<file path="config.mk">
export PLATFORM = sky130hd
export DESIGN_NAME = tmr_interval
export DESIGN_NICKNAME = d
export VERILOG_FILES = /design/src/rtl/tmr_pkg.sv /design/src/rtl/tmr_prescale.sv /design/src/rtl/tmr_downcount.sv /design/src/rtl/tmr_interval.sv
export SDC_FILE = /design/constraint.sdc
export NUM_CORES = 1
export LEC_CHECK = 0
export BUFFER_PORTS_ARGS = -buffer_cell sky130_fd_sc_hd__buf_4
export CORE_MARGIN = 3
export CORE_UTILIZATION = 50
export DETAILED_ROUTE_END_ITERATION = 8
export HOLD_SLACK_MARGIN = 0.08
export PLACE_DENSITY = 0.68
export SETUP_SLACK_MARGIN = 0.3
export SLEW_MARGIN = 20
export SYNTH_ARGS = -nofsm -noshare
export SYNTH_HDL_FRONTEND = slang
export SYNTH_HIERARCHICAL = 1
export SYNTH_SLANG_ARGS = --single-unit
</file>
<file path="constraint.sdc">
create_clock -name clk -period 2.9 [get_ports clk]
set_input_delay 0.145 -clock clk [delete_from_list [all_inputs] [get_ports clk]]
set_output_delay 0.145 -clock clk [all_outputs]
set_load 0.05 [all_outputs]
</file>
<file path="src/rtl/tmr_pkg.sv">
package tmr_pkg;
  localparam int DATA_W = 32;

  // control word bit positions (software decodes these)
  localparam int B_EN      = 0;
  localparam int B_ENMOD   = 1;
  localparam int B_OCIEN   = 2;
  localparam int B_RLD     = 3;
  localparam int B_PSC_LO  = 4;
  localparam int B_PSC_HI  = 15;
  localparam int B_SWR     = 16;
  localparam int B_IOVW    = 17;
  localparam int B_DBGEN   = 18;
  localparam int B_WAITEN  = 19;
  localparam int B_STOPEN  = 21;
  localparam int B_PIN_LO  = 22;
  localparam int B_PIN_HI  = 23;
  localparam int B_SRC_LO  = 24;
  localparam int B_SRC_HI  = 25;

  localparam int PSC_W = B_PSC_HI - B_PSC_LO + 1;
  localparam int SRC_W = B_SRC_HI - B_SRC_LO + 1;
  localparam int NUM_SRC = (1 << SRC_W) - 1;

  localparam logic [DATA_W-1:0] CTRL_WMASK = 32'h03EF_FFFF;
  localparam logic [DATA_W-1:0] CTRL_KEEP  = 32'h002C_0000;

  typedef enum logic [2:0] {
    RA_CTRL = 3'd0,
    RA_STAT = 3'd1,
    RA_LOAD = 3'd2,
    RA_CMP  = 3'd3,
    RA_CNT  = 3'd4
  } reg_addr_e;

  typedef enum logic [1:0] {
    PIN_OFF    = 2'd0,
    PIN_TOGGLE = 2'd1,
    PIN_CLEAR  = 2'd2,
    PIN_SET    = 2'd3
  } pin_mode_e;
endpackage

</file>
<file path="src/rtl/tmr_prescale.sv">
module tmr_prescale #(
  parameter int DIV_W = 12
) (
  input  logic             clk,
  input  logic             rst_n,
  input  logic             clear,
  input  logic             tick,
  input  logic [DIV_W-1:0] div,
  output logic             step
);
  logic [DIV_W-1:0] phase_q;

  assign step = tick && (phase_q >= div);

  always_ff @(posedge clk or negedge rst_n) begin
    if (!rst_n)      phase_q <= '0;
    else if (clear)  phase_q <= '0;
    else if (step)   phase_q <= '0;
    else if (tick)   phase_q <= phase_q + 1'b1;
  end

  // a non-zero divider never yields steps on two adjacent edges
  p_step_spacing_r3: assert property (@(posedge clk) disable iff (!rst_n)
    (step && div != '0) |=> (!step || div == '0));
endmodule

</file>
<file path="src/rtl/tmr_downcount.sv">
module tmr_downcount #(
  parameter int W = 32
) (
  input  logic         clk,
  input  logic         rst_n,
  input  logic         step,
  input  logic         load_now,
  input  logic [W-1:0] load_val,
  input  logic [W-1:0] reload_val,
  input  logic [W-1:0] cmp_val,
  input  logic         rld,
  output logic [W-1:0] count,
  output logic         match
);
  localparam logic [W-1:0] ALL_ONES = '1;

  logic [W-1:0] cnt_q;

  assign count = cnt_q;
  assign match = step && !load_now && (cnt_q == cmp_val);

  always_ff @(posedge clk or negedge rst_n) begin
    if (!rst_n)         cnt_q <= ALL_ONES;
    else if (load_now)  cnt_q <= load_val;
    else if (step) begin
      if (cnt_q == '0)  cnt_q <= rld ? reload_val : ALL_ONES;
      else              cnt_q <= cnt_q - 1'b1;
    end
  end

  p_reload_r4: assert property (@(posedge clk) disable iff (!rst_n)
    (step && !load_now && rld && cnt_q == '0) |=> count == $past(reload_val));

  p_freerun_r5: assert property (@(posedge clk) disable iff (!rst_n)
    (step && !load_now && !rld && cnt_q == '0) |=> count == ALL_ONES);

  p_hold_r6: assert property (@(posedge clk) disable iff (!rst_n)
    (!step && !load_now) |=> $stable(count));
endmodule

</file>
<file path="src/rtl/tmr_interval.sv">
module tmr_interval
  import tmr_pkg::*;
#(
  parameter int CNT_W = 32
) (
  input  logic              clk,
  input  logic              rst_n,
  input  logic              bus_wr,
  input  logic [2:0]        bus_addr,
  input  logic [DATA_W-1:0] bus_wdata,
  output logic [DATA_W-1:0] bus_rdata,
  input  logic [NUM_SRC-1:0] tick_src,
  input  logic              dbg_req,
  input  logic              wait_req,
  input  logic              stop_req,
  output logic              irq,
  output logic              tmr_out
);
  localparam logic [CNT_W-1:0] CNT_ONES = '1;
  localparam int NUM_GATE = 3;

  logic [DATA_W-1:0] ctrl_q;
  logic [CNT_W-1:0]  load_q, cmp_q, count;
  logic              flag_q, out_q;

  // register decode
  logic wr_ctrl, wr_stat, wr_load, wr_cmp;
  assign wr_ctrl = bus_wr && (bus_addr == RA_CTRL);
  assign wr_stat = bus_wr && (bus_addr == RA_STAT);
  assign wr_load = bus_wr && (bus_addr == RA_LOAD);
  assign wr_cmp  = bus_wr && (bus_addr == RA_CMP);

  logic swr_now, restart, overwrite, load_now;
  logic [CNT_W-1:0] load_val;
  assign swr_now   = wr_ctrl && bus_wdata[B_SWR];
  assign restart   = wr_ctrl && !bus_wdata[B_SWR] && bus_wdata[B_EN]
                     && !ctrl_q[B_EN] && bus_wdata[B_ENMOD];
  assign overwrite = wr_load && ctrl_q[B_IOVW];
  assign load_now  = swr_now || restart || overwrite;
  assign load_val  = swr_now ? CNT_ONES :
                     restart ? load_q   : bus_wdata[CNT_W-1:0];

  // tick source select: code 0 means stopped
  logic [NUM_SRC:0] src_vec;
  logic             src_tick;
  assign src_vec  = {tick_src, 1'b0};
  assign src_tick = src_vec[ctrl_q[B_SRC_HI:B_SRC_LO]];

  // low-power / debug gating, one gate per request
  logic [NUM_GATE-1:0] gate_req, gate_allow, gate_hit;
  assign gate_req   = {stop_req, wait_req, dbg_req};
  assign gate_allow = {ctrl_q[B_STOPEN], ctrl_q[B_WAITEN], ctrl_q[B_DBGEN]};
  for (genvar g = 0; g < NUM_GATE; g++) begin : g_gate
    assign gate_hit[g] = gate_req[g] && !gate_allow[g];
  end

  logic tick_ok, step, match;
  assign tick_ok = ctrl_q[B_EN] && src_tick && !(|gate_hit);

  tmr_prescale #(.DIV_W(PSC_W)) u_psc (
    .clk   (clk),
    .rst_n (rst_n),
    .clear (load_now),
    .tick  (tick_ok),
    .div   (ctrl_q[B_PSC_HI:B_PSC_LO]),
    .step  (step)
  );

  tmr_downcount #(.W(CNT_W)) u_cnt (
    .clk        (clk),
    .rst_n      (rst_n),
    .step       (step),
    .load_now   (load_now),
    .load_val   (load_val),
    .reload_val (load_q),
    .cmp_val    (cmp_q),
    .rld        (ctrl_q[B_RLD]),
    .count      (count),
    .match      (match)
  );

  // control register with self-clearing soft reset bit
  always_ff @(posedge clk or negedge rst_n) begin
    if (!rst_n) ctrl_q <= '0;
    else if (wr_ctrl) begin
      if (bus_wdata[B_SWR]) ctrl_q <= (ctrl_q & CTRL_KEEP) | (DATA_W'(1) << B_SWR);
      else                  ctrl_q <= bus_wdata & CTRL_WMASK;
    end else if (ctrl_q[B_SWR]) ctrl_q[B_SWR] <= 1'b0;
  end

  always_ff @(posedge clk or negedge rst_n) begin
    if (!rst_n) begin
      load_q <= CNT_ONES;
      cmp_q  <= '0;
    end else begin
      if (wr_load) load_q <= bus_wdata[CNT_W-1:0];
      if (wr_cmp)  cmp_q  <= bus_wdata[CNT_W-1:0];
    end
  end

  // sticky flag: soft reset beats match, match beats clear-write
  logic flag_d;
  always_comb begin
    flag_d = flag_q;
    if (wr_stat && bus_wdata[0]) flag_d = 1'b0;
    if (match)                   flag_d = 1'b1;
    if (swr_now)                 flag_d = 1'b0;
  end

  always_ff @(posedge clk or negedge rst_n) begin
    if (!rst_n) flag_q <= 1'b0;
    else        flag_q <= flag_d;
  end

  // output pin
  pin_mode_e pin_mode;
  assign pin_mode = pin_mode_e'(ctrl_q[B_PIN_HI:B_PIN_LO]);

  always_ff @(posedge clk or negedge rst_n) begin
    if (!rst_n)       out_q <= 1'b0;
    else if (swr_now) out_q <= 1'b0;
    else begin
      case (pin_mode)
        PIN_OFF:    out_q <= 1'b0;
        PIN_TOGGLE: if (match) out_q <= !out_q;
        PIN_CLEAR:  if (match) out_q <= 1'b0;
        PIN_SET:    if (match) out_q <= 1'b1;
        default:    out_q <= 1'b0;
      endcase
    end
  end

  assign tmr_out = out_q;
  assign irq     = flag_q && ctrl_q[B_OCIEN];

  always_comb begin
    case (bus_addr)
      RA_CTRL: bus_rdata = ctrl_q;
      RA_STAT: bus_rdata = DATA_W'(flag_q);
      RA_LOAD: bus_rdata = DATA_W'(load_q);
      RA_CMP:  bus_rdata = DATA_W'(cmp_q);
      RA_CNT:  bus_rdata = DATA_W'(count);
      default: bus_rdata = '0;
    endcase
  end

  p_flag_set_r8: assert property (@(posedge clk) disable iff (!rst_n)
    (match && !swr_now) |=> flag_q);

  p_pin_set_r9: assert property (@(posedge clk) disable iff (!rst_n)
    (match && !swr_now && pin_mode == PIN_SET) |=> tmr_out);

  p_pin_toggle_r9: assert property (@(posedge clk) disable iff (!rst_n)
    (match && !swr_now && pin_mode == PIN_TOGGLE) |=> tmr_out != $past(tmr_out));

  p_freeze_r10: assert property (@(posedge clk) disable iff (!rst_n)
    (dbg_req && !ctrl_q[B_DBGEN]) |-> !step);

  p_restart_r6: assert property (@(posedge clk) disable iff (!rst_n)
    restart |=> count == $past(load_q));

  p_overwrite_r7: assert property (@(posedge clk) disable iff (!rst_n)
    overwrite |=> count == $past(bus_wdata[CNT_W-1:0]));

  p_soft_reset_r11: assert property (@(posedge clk) disable iff (!rst_n)
    swr_now |=> (!flag_q && !tmr_out && count == CNT_ONES && ctrl_q[B_SWR]));
endmodule

</file>
==> results of run 1 <==
power groups by stage:
stage	sequential, mW	combinational, mW	clock, mW
2_1_floorplan	2.82	1.77	0
3_3_place_gp	3.06	2.23	0
3_5_place_dp	3.08	2.25	0
4_1_cts	3.05	2.32	2.16
5_1_grt	3.13	2.58	2.24
6_report	3.06	2.40	2.12
worst min-delay path by stage:
stage | slack (ns) | start | end | cells after the start
after floorplan | -0.15 | rst_n | cmp_q[0] | 0
after detailed placement | 0.01 | rst_n | cmp_q[30] | 1
after CTS | 0.13 | rst_n | cmp_q[30] | 2
after global placement | 0.01 | rst_n | cmp_q[30] | 1
final | 0.14 | rst_n | cmp_q[30] | 2
after global routing | 0.16 | rst_n | cmp_q[30] | 2
metal layers:
metal / up-vias / global-route usage / part of all wire
met3: 56 / 0.0592 / 0.080
met4: 2 / 0.0927 / 0.022
met2: 385 / 0.435 / 0.45
met1: 4217 / 0.423 / 0.45
li1: 3904 / - / -
met5: - / 0 / 0.00044
timing repair:
action | in CTS | in global routing
pin swaps | 0 | 2
hold buffers | 32 | 0
buffers inserted | 4 | 5
hold endpoints to repair | 167 | 0
resized for setup | 2 | 17
endpoints found under the setup margin | 6 | 10
area by class of cell:
type | instances | area (um2)
inverters | 28 | 105
fillers | 1544 | 6910
clock inverters | 9 | 103
repair buffers | 159 | 1300
well taps | 229 | 287
flip-flops and latches | 135 | 3460
clock buffers | 23 | 468
multi-input cells | 784 | 5640
through the flow:
step / area [um2] / setup slack [ns] / total power [mW]
5_1_grt: 11400 / 0.0699 / 7.96
2_1_floorplan: 9460 / 0.341 / 4.59
6_report: 11400 / 0.221 / 7.58
3_3_place_gp: 10300 / 0.249 / 5.28
4_1_cts: 11200 / 0.259 / 7.53
3_5_place_dp: 10300 / 0.140 / 5.33
worst max-delay path, stage by stage (launching register included):
cell,delay [ns]
dfrtp_1,0.37
inv_1,0.05
ha_1,0.29
nand2_2,0.06
o21ai_4,0.16
a221oi_4,0.10
or3_4,0.36
a21oi_4,0.20
inv_2,0.07
nor2_4,0.12
nand4_1,0.16
nor4_4,0.28
nor2b_1,0.09
o22ai_1,0.16
nor3_1,0.06
synthesized netlist by cell type (25+ instances only):
cell / n / area (um2)
nand2_1: 120 / 450
nor2_1: 85 / 319
dfrtp_1: 71 / 1780
mux2_2: 65 / 732
dfstp_2: 64 / 1680
xnor2_1: 44 / 385
nor3_1: 42 / 210
nand3b_1: 40 / 300
clkbuf_1: 39 / 146
mux2i_1: 33 / 330
a21oi_1: 32 / 160
o21ai_1: 32 / 160
o21ai_0: 31 / 155
a211oi_1: 30 / 225
inv_1: 28 / 105
o221ai_1: 27 / 236
buf_2: 25 / 125
nor3b_1: 25 / 188
cells by family after synthesis:
group,count (synthesis)
and+or+nand+nor,409
AOI/OAI and AO/OA,205
DFF,135
buffers and inverters,107
muxes,101
xor gates and xnor gates,54
adders and majority gates,15
state kept, by name (all words and copies together) (netlist names):
name,cells
cmp_q,32
ctrl_q,25
flag_q,1
load_q,32
tmr_out,1
u_cnt/count,32
u_psc/phase_q,12
==> impl_results.md, run 1 <==
- #FFs+latches synth: 135
- Site Rows: 49
- H-tree depth: 4
- RSZ-0062 raised after global routing: yes
- Comb pwr share: 0.316
- Clk pin slew, worst setup/hold paths: ~0.060 ns
- Post-Synth XOR/XNOR Area: 0.0502
- End of the critical path: tmr_out
- Avg Inst Size Synth: just over 9 um2
- Post-DP HPWL: just over 20 mm
- Mux cell area share after synthesis: 0.116
- GPL Wtd Cong: between 0.9 and 1
- Largest family of logic cells by synthesized area: simple AND/OR/NAND/NOR gates
- Worst skew pair latency: approximately 0.43 ns
- Max Slew Vio Count: 0
- CTS buffer count: 17
- Max Freq: 373 MHz
- Final Non-Filler Cells: about 1.4k
- Flop-to-flop setup slack: about 0.22 ns
- Final Cycle Share: 0.924
- Outcome: finished clean
- Simple-Gate Fraction of Synth Area: 0.243
- Vias per std cell: between 6 and 7
- Critical path peak fanout: 5
- Commonest non-fill, non-tap cell in the layout: buf_4
- Worst Setup End Kind: register
- Worst Setup SP: ctrl_q[5]
- Seq/Total Area, Yosys: 0.367
- Avg WL per Cell: 21.5 um
- Most frequent cells in the layout: buf_4, nand2_1, nor2_1, dfrtp_1, mux2_2
- Worst Path Required: about 3.2 ns
- Synth Instances: 1026
- Minimum clock period: between 2 and 3 ns
- Hold Crit Class: input port to asynchronous set/reset pin
- P_sw: roughly 2.7 mW
- Static Leak: about 4.7 nW
- Dpl cells: between 1k and 1.5k
- Final setup TNS: 0 ns
- CTS tree: yes
- EDFF count, synth: 0
- Die X: between 100 and 150 um
- Max-Cap Viols: 0
- Adder-Cell Fraction of Synth Area: 0.0199
- DR iter-0 viols: between 800 and 900
- Vias in the first global route: 8200
- Diode count: 0
- Worst EP arrival: between 2 and 3 ns
- Share of cells above drive strength 1: 0.297
- Die Height: between 100 and 150 um
- Clock network power share: 0.280
- Ys flop type: dfrtp_1
- Synth-to-Final Area Change: 20.5%
- Sequential Power Share: 0.404
- Cell Int Power: approximately 4.8 mW
- Setup violations, final: 0
- Syn nets: ~1.1k
- Worst VDD drop: 0.438 mV
- Remaining global-route overflow: 0
- Residual DRC: 0
- Clock root buffer: clkbuf_16
- Via Count: 8564
- Clk_skew: 0.00990 ns
- Pwr per Cell Area: 668 nW/um2
- Crit start category: register
- Critical path class: register to register
- Endpoints failing hold: 0
- Clock Tree Buf Depth: 2
- Relative slew slack: 0.445
- Port-buffer cells: just under 80
- Post-DRT Antenna Nets: 0
- Layout Utilization: 0.622
- Switching share of power: 0.362
- Core footprint: between 15000 and 20000 um2
- Synth Area in Compound Gates: 0.150
- Top-level I/O count: roughly 80
- Cell variety after synth: 76
- Slew @ Worst Pin: around 0.83 ns
- Tot GR Track Use: 0.290
- Clock sink count: ~140
- R2R cell count: 14
- First-pass GRT wire length: ~46 mm
- Initial core utilization: 0.516
- Synthesis Warnings: 6
- First-pass iteration count of the detailed router: 5
- Reg2reg end: tmr_out
- Hold Worst Slack: approximately 0.14 ns
- Antenna violations before repair: 1
- Ys async rst share: 1.00
- Area of the mapped netlist: roughly 9400 um2
- Die area: just over 20000 um2
- Final wirelength: ~30 mm
- Largest net degree at the start of global routing: 80
- Post-layout nets: 1184
- RR Startpoint: ctrl_q[5]
Power figures use the tool's default switching activity.
==> run 2: changes to the inputs <==
--- a/config.mk
+++ b/config.mk
@@ -5,6 +5,7 @@
 export SDC_FILE = /design/constraint.sdc
 export NUM_CORES = 1
 export LEC_CHECK = 0
+export ABC_AREA = 1
 export BUFFER_PORTS_ARGS = -buffer_cell sky130_fd_sc_hd__buf_4
 export CORE_MARGIN = 3
 export CORE_UTILIZATION = 50
==> run 2 against run 1 <==
  * Final cell count is 22% higher
  * Sequential share of layout area is 0.78 points higher
  * Sequential power is 2% higher
  * Worst setup slack better by 0.14 ns
==> impl_results.md, run 2 <==
- Outcome: finished clean
- Die area: 20300 um2 (-0.95%)
- Top cell type's share of synthesized area: 0.190 (+0.00189)
- Share of cells above drive strength 1: 0.194 (-0.103)
- RSZ-0062 raised after global routing: yes
- Relative slew slack: 0.309 (-0.136)
- DR iter-0 viols: 820 (+1.4%)
- Switching share of power: 0.417 (+0.0543)
- Fill count: 1705 (+10%)
- Final wirelength: 34.1 mm (+16%)
- Clock network power share: 0.253 (-0.027)
- Site Rows: 49 (unchanged)
- Vias in the first global route: 9503 (+16%)
- Initial core utilization: 0.514 (-0.00168)
- Synth-to-Final Area Change: 18.7%
- Critical path class: register to register
- Pwr per Cell Area: 716 nW/um2 (+7.2%)
- Setup violations, final: 0 (unchanged)
- Post-DRT Antenna Nets: 0 (unchanged)
- Commonest non-fill, non-tap cell in the layout: nand2_1
- Clock root buffer: clkbuf_16
- Syn nets: 1380 (+27%)
- EDFF count, synth: 0 (unchanged)
- WP buf/inv: 2 (unchanged)
- Most frequent cells in the layout: nand2_1, inv_1, buf_4, nand3_1, nor2_1
- First-pass iteration count of the detailed router: 5 (unchanged)
- Final Non-Filler Cells: 1667 (+22%)
- Crit start category: register
- Clk pin slew, worst setup/hold paths: 0.07 ns (about the same)
- Dpl cells: 1593 (+23%)
- H-tree depth: 4 (unchanged)
- Die Height: 143 um (-0.48%)
- Crit-path leading delay family: simple AND/OR/NAND/NOR gates
- Top cell by count, worst path: nand2_2
- P_sw: 3.30 mW (+20%)
- Vias per std cell: 5.86 (-6.4%)
- Largest net degree at the start of global routing: 65 (-19%)
- Worst EP arrival: 2.85 ns (-0.13 ns)
- CTS buffer count: 17 (unchanged)
- Final setup TNS: 0 ns (unchanged)
- Max Slew Vio Count: 0 (unchanged)
- Clock Tree Buf Depth: 2 (unchanged)
- CP Cell Sequence: ha_4 > nand2_4 > nor2_4 > nand2_2 > nor2_1 > nand2_1 > nand2_2 > nand2_2 > inv_2 > inv_1 > or2_4 > a21oi_2 > nand4_1 > nor2_1 > nand3_1 > nor2_2 > nand2_1 > a21oi_1 > nor3_1
- Worst Path Required: 3.21 ns (about the same)
- List of most frequent post-synthesis cells: nand2_1, inv_1, nand3_1
- Avg Inst Size Synth: 7.07 um2 (-23%)
- Top cells by area in the synthesized netlist: dfrtp_1, dfstp_2, nand2_1
- Post-layout nets: 1484 (+25%)
- Sequential Power Share: 0.395 (-0.009)
- Via Count: 9770 (+14%)
- Cell variety after synth: 48 (-37%)
- Diode count: 0 (unchanged)
- Synthesis Warnings: 6 (unchanged)
- Ys async rst share: 1.00 (unchanged)
- Die X: 143 um (-0.48%)
- Residual DRC: 0 (unchanged)
- Area of the mapped netlist: 9330 um2 (-1.0%)
- Hold Crit Class: input port to register
- Tot GR Track Use: 0.339 (+0.0483)
- GPL Wtd Cong: 0.984 (+6.6%)
- First-pass GRT wire length: 53.2 mm (+15%)
- Most common cell in the netlist: nand2_1
- Max-Cap Viols: 0 (unchanged)
- Antenna violations before repair: 0 (-1)
- #FFs+latches synth: 135 (unchanged)
- Max Freq: 394 MHz (+5.5%)
- Register area: 3460 um2 (unchanged)
- Top-level I/O count: 78 (unchanged)
- Slew @ Worst Pin: 1.04 ns (+0.203 ns)
- Avg WL per Cell: 20.4 um (-4.8%)
- CTS tree: yes
- Synth Instances: 1321 (+29%)
- Comb pwr share: 0.353 (+0.037)
- Port-buffer cells: 77 (unchanged)
- Clk_skew: 0.0127 ns (+0.00275 ns)
- Hold Worst Slack: 0.144 ns (+0.00633 ns)
- Largest area contributor in the netlist: dfrtp_1
- Clock sink count: 135 (unchanged)
- Static Leak: 5.30 nW (+14%)
- Worst skew pair latency: 0.44 ns (about the same)
- Remaining global-route overflow: 0 (unchanged)
- Post-DP HPWL: 24.2 mm (+20%)
- Crit path largest cell delay: 0.44 ns (+0.07 ns)
- Worst Setup End Kind: register
- Seq/Total Area, Yosys: 0.371 (+0.00369)
- Final Cycle Share: 0.876 (-0.0480)
- Endpoints failing hold: 0 (unchanged)
- Core footprint: 18100 um2 (-0.67%)
- Ys flop type: dfrtp_1
- Area of the multi-input gates: 4970 um2 (-12%)
- Minimum clock period: 2.54 ns (-0.139 ns)
- Critical path peak fanout: 4 (-1)
- Worst VDD drop: 0.475 mV (+8.5%)
- Slowest cell on the critical path: dfrtp_2
- Cell Int Power: 4.63 mW (-4.3%)
-- run 2: changes by cell type after synthesis, sizes merged, moves of 31 or more --
cell | before | now
inv | 28 | 155
mux2 | 68 | 0
nand3b | 40 | 2
nand3 | 17 | 111
xnor2 | 44 | 11
o21ai | 64 | 109
a211oi | 31 | 0
nor3 | 43 | 10
mux2i | 33 | 0
nand2 | 122 | 425
nand4 | 10 | 51
-- run 2: logic make-up (layout without fill, tap and decap cells) --
family / Yosys count / after routing / share of synthesized area
AO/OA/AOI/OAI: 211 / 211 / 0.138
XOR/XNOR: 23 / 23 / 0.0216
adder cells (fa/ha/maj): 15 / 15 / 0.0201
buffers and inverters: 220 / 337 / 0.105
flip-flops: 135 / 135 / 0.371
AND/OR/NAND/NOR: 717 / 717 / 0.345
-- run 2: per-stage QoR --
stage                     setup WS, ns   util  total power [mW]  instance area (um2)
final                            0.360  0.610              7.93                11100
after global routing             0.222  0.610              8.37                11100
after CTS                        0.300  0.606              7.84                11000
after detailed placement         0.295  0.555              5.78                10100
after global placement           0.335  0.555              5.75                10100
after floorplan                  0.296      -              4.82                 9340
-- run 2: final cells by class --
cell class / instances / area share
Multi-Input combinational cell: 966 / 0.448
Clock inverter: 8 / 0.00452
Clock buffer: 24 / 0.0435
Timing Repair Buffer: 148 / 0.111
Sequential cell: 135 / 0.312
Inverter: 157 / 0.0541
Tap cell: 229 / 0.0259
-- run 2: worst paths after layout --
check | end | depth (start not counted) | start | slack, ns
min in group asynchronous | u_psc/phase_q[10] | 2 | rst_n | 0.26
setup / recovery | tmr_out | 19 | u_psc/phase_q[11] | 0.36
hold / removal | ctrl_q[16] | 4 | bus_addr[0] | 0.14
hold reg to reg | load_q[16] | 2 | load_q[16] | 0.50
max in group asynchronous | u_cnt/count[11] | 3 | rst_n | 1.77
setup reg to reg | tmr_out | 19 | u_psc/phase_q[11] | 0.36
-- run 2: worst register-to-register path: stages, from the launching register on --
cell and delay (ns):
dfrtp_2 0.44, ha_4 0.29, nand2_4 0.06, nor2_4 0.11
nand2_2 0.06, nor2_1 0.08, nand2_1 0.06, nand2_2 0.09
nand2_2 0.07, inv_2 0.09, inv_1 0.05, or2_4 0.23
a21oi_2 0.10, nand4_1 0.07, nor2_1 0.09, nand3_1 0.09
nor2_2 0.19, nand2_1 0.07, a21oi_1 0.12, nor3_1 0.05
-- run 2: repair_timing --
item	4_1_cts	5_1_grt
pin swaps	2	8
gates cloned	0	0
hold buffers	37	0
buffers inserted	2	3
endpoints found under the setup margin	3	32
gates resized for setup	2	16
endpoints found under the hold margin	145	0
-- run 2: power groups by stage --
stage | registers, mW | clock network [mW] | logic, mW
5_1_grt | 3.19 | 2.10 | 3.08
2_1_floorplan | 2.89 | 0 | 1.93
3_5_place_dp | 3.13 | 0 | 2.65
6_report | 3.13 | 2.01 | 2.80
4_1_cts | 3.11 | 2.02 | 2.71
3_3_place_gp | 3.13 | 0 | 2.62
-- run 2: routing by layer --
layer,track usage,part of all wire,vias up,wire (um)
li1,-,-,4562,-
met1,0.455,0.42,4666,14300
met2,0.554,0.47,464,16000
met3,0.0516,0.077,78,2610
met4,0.128,0.033,0,1130
met5,0,0,-,0
==> run 3: changes to the inputs <==
==> constraint.sdc (replaced) <==
create_clock -name clk -period 2.1 [get_ports clk]
set_input_delay 0.105 -clock clk [delete_from_list [all_inputs] [get_ports clk]]
set_output_delay 0.105 -clock clk [all_outputs]
set_load 0.05 [all_outputs]
==> run 3 against run 2 <==
  * The flow now finishes with violations (negative setup slack)
  * Hold slack lost 0.030 ns
  * Total power rose by 47%
  * First-iteration DRC count grew 19%
  * Wire length up 5.2%
  * Worst setup slack lost 0.89 ns
  * Global-route usage up 1.7 points
  * Sequential power rose by 36%
  * Final cell count rose by 4.4%
==> impl_results.md, run 3 (same netlist as run 2, synthesis figures left out) <==
- Worst EP arrival: 2.95 ns (+0.10 ns)
- Slew @ Worst Pin: 0.841 ns (-0.194 ns)
- Final Non-Filler Cells: 1741 (+4.4%)
- Remaining global-route overflow: 0 (unchanged)
- Max-Cap Viols: 0 (unchanged)
- Register area: 3460 um2 (about the same)
- Die area: 20300 um2 (unchanged)
- Clock Tree Buf Depth: 2 (unchanged)
- Final Cycle Share: 1.25 (+0.378)
- Residual DRC: 0 (unchanged)
- Die Height: 143 um (unchanged)
- Top-level I/O count: 78 (unchanged)
- Diode count: 0 (unchanged)
- Initial core utilization: 0.514 (unchanged)
- Clk_skew: 0.0101 ns (-0.00252 ns)
- Final wirelength: 35.8 mm (+5.2%)
- Pwr per Cell Area: 980 nW/um2 (+37%)
- CTS tree: yes
- Worst skew pair latency: 0.42 ns (-0.02 ns)
- Outcome: finished with violations
- First-pass GRT wire length: 55.9 mm (+5.2%)
- Worst Setup End Kind: register
- Vias per std cell: 5.87 (about the same)
- Most frequent cells in the layout: nand2_1, buf_4, inv_1, nand3_1, nor2_1
- Port-buffer cells: 77 (unchanged)
- DR iter-0 viols: 977 (+19%)
- Site Rows: 49 (unchanged)
- Critical path class: register to register
- Vias in the first global route: 10.0k (+5.4%)
- Clk pin slew, worst setup/hold paths: 0.06 ns (about the same)
- Antenna violations before repair: 0 (unchanged)
- Post-DRT Antenna Nets: 0 (unchanged)
- Share of cells above drive strength 1: 0.247 (+0.0527)
- Crit start category: register
- Avg WL per Cell: 20.6 um (+0.73%)
- Die X: 143 um (unchanged)
- Core footprint: 18100 um2 (unchanged)
- Pwr Total: 11.7 mW (+47%)
- Clock sink count: 135 (unchanged)
- Max Slew Vio Count: 0 (unchanged)
- Worst VDD drop: 0.692 mV (+46%)
- Commonest non-fill, non-tap cell in the layout: nand2_1
- Relative slew slack: 0.439 (+0.130)
- Hold Crit Class: input port to register
- Placed Area: 10600 um2 (+4.8%)
- Synth-to-Final Area Change: 27.4%
- Max Freq: 380 MHz (-3.5%)
- Area of the multi-input gates: 5080 um2 (+2.3%)
- Setup violations, final: 34 (+34)
- Fin area: 11900 um2 (+7.3%)
- Static Leak: 5.73 nW (+8.3%)
- GPL Wtd Cong: 0.987 (+0.23%)
- Post-layout nets: 1558 (+5.0%)
- Pre-CTS setup slack: -0.456 ns (-0.751 ns)
- Endpoints failing hold: 0 (unchanged)
- Worst Path Required: 2.41 ns (-0.80 ns)
- Dpl cells: 1653 (+3.8%)
- Critical path peak fanout: 4 (unchanged)
- Hold Worst Slack: 0.114 ns (-0.0296 ns)
- RSZ-0062 raised after global routing: yes
- H-tree depth: 4 (unchanged)
- CTS buffer count: 17 (unchanged)
- Largest net degree at the start of global routing: 65 (unchanged)
- Clock root buffer: clkbuf_16
- Minimum clock period: 2.63 ns (+0.0933 ns)
- Failing checks: negative setup slack
- Post-DP HPWL: 25.3 mm (+4.8%)
- Fin worst setup slack: -0.533 ns (-0.893 ns)
- Fill count: 1580 (-7.3%)
- First-pass iteration count of the detailed router: 5 (unchanged)
- Via Count: 10.2k (+4.5%)
- Tot GR Track Use: 0.356 (+0.0172)
run 3: changes by cell type in the layout (fill, tap and decap cells not counted), sizes merged:
| cell | before | now |
|---|---|---|
| buf | 111 | 183 |
| clkinvlp | 4 | 2 |
| dlygate4sd3 | 37 | 39 |
| bufinv | 0 | 1 |
| clkinv | 6 | 7 |
run 3: what timing repair did:
action | in CTS | in global routing
endpoints found under the setup margin | 47 | 50
gates cloned | 3 | 0
buffers inserted | 11 | 3
gates resized for setup | 39 | 17
pin swaps | 23 | 13
hold endpoints to repair | 210 | 0
hold buffers | 39 | 0
run 3: area by class of cell:
type,instances,area share
multi-input combinational,966,0.427
sequential,135,0.291
timing repair buffer,222,0.161
inverter,157,0.0502
clock buffer,24,0.0405
tap,229,0.0241
clock inverter,8,0.00621
run 3: critical path, stage by stage (launching register included):
cell	delay [ns]
dfrtp_1	0.36
inv_1	0.08
ha_4	0.27
nand2_2	0.06
nor2_4	0.11
nand2_2	0.06
nor2_1	0.10
nor2_1	0.07
nand2_2	0.10
nand2_2	0.08
inv_2	0.07
inv_1	0.03
or2_1	0.22
a21oi_2	0.11
nand4_1	0.09
nor2_1	0.14
nand3_1	0.13
nor2_4	0.18
nand2_2	0.07
a21oi_2	0.15
nor3_2	0.05
run 3: per-stage QoR:
step | setup TNS (ns) | utilization
floorplan | -2.13 | -
global placement | -3.42 | 0.582
global route | -13.67 | 0.655
CTS | -4.20 | 0.649
detailed placement | -4.69 | 0.582
finish | -9.65 | 0.655
run 3: per-layer routing:
| metal | global-route usage | vias up | share of wire |
|---|---|---|---|
| li1 | - | 4724 | - |
| met1 | 0.455 | 4808 | 0.40 |
| met4 | 0.148 | 0 | 0.043 |
| met2 | 0.591 | 569 | 0.47 |
| met5 | 0 | - | 0 |
| met3 | 0.0697 | 111 | 0.084 |
run 3: power breakdown:
group          internal (mW)  switching (mW)  total, mW
registers               3.43           0.826       4.26
clock network           1.72            1.16       2.88
logic                   1.70            2.82       4.51
total                   6.85            4.81       11.7
run 3: final timing paths:
check	slack [ns]	from	cells past startpoint	to
setup / recovery	-0.53	ctrl_q[13]	20	tmr_out
hold / removal	0.11	bus_wdata[16]	4	cmp_q[16]
setup reg to reg	-0.53	ctrl_q[13]	20	tmr_out
hold reg to reg	0.49	load_q[2]	2	load_q[2]
max in group asynchronous	1.21	rst_n	3	load_q[29]
min in group asynchronous	0.20	rst_n	2	u_psc/phase_q[1]
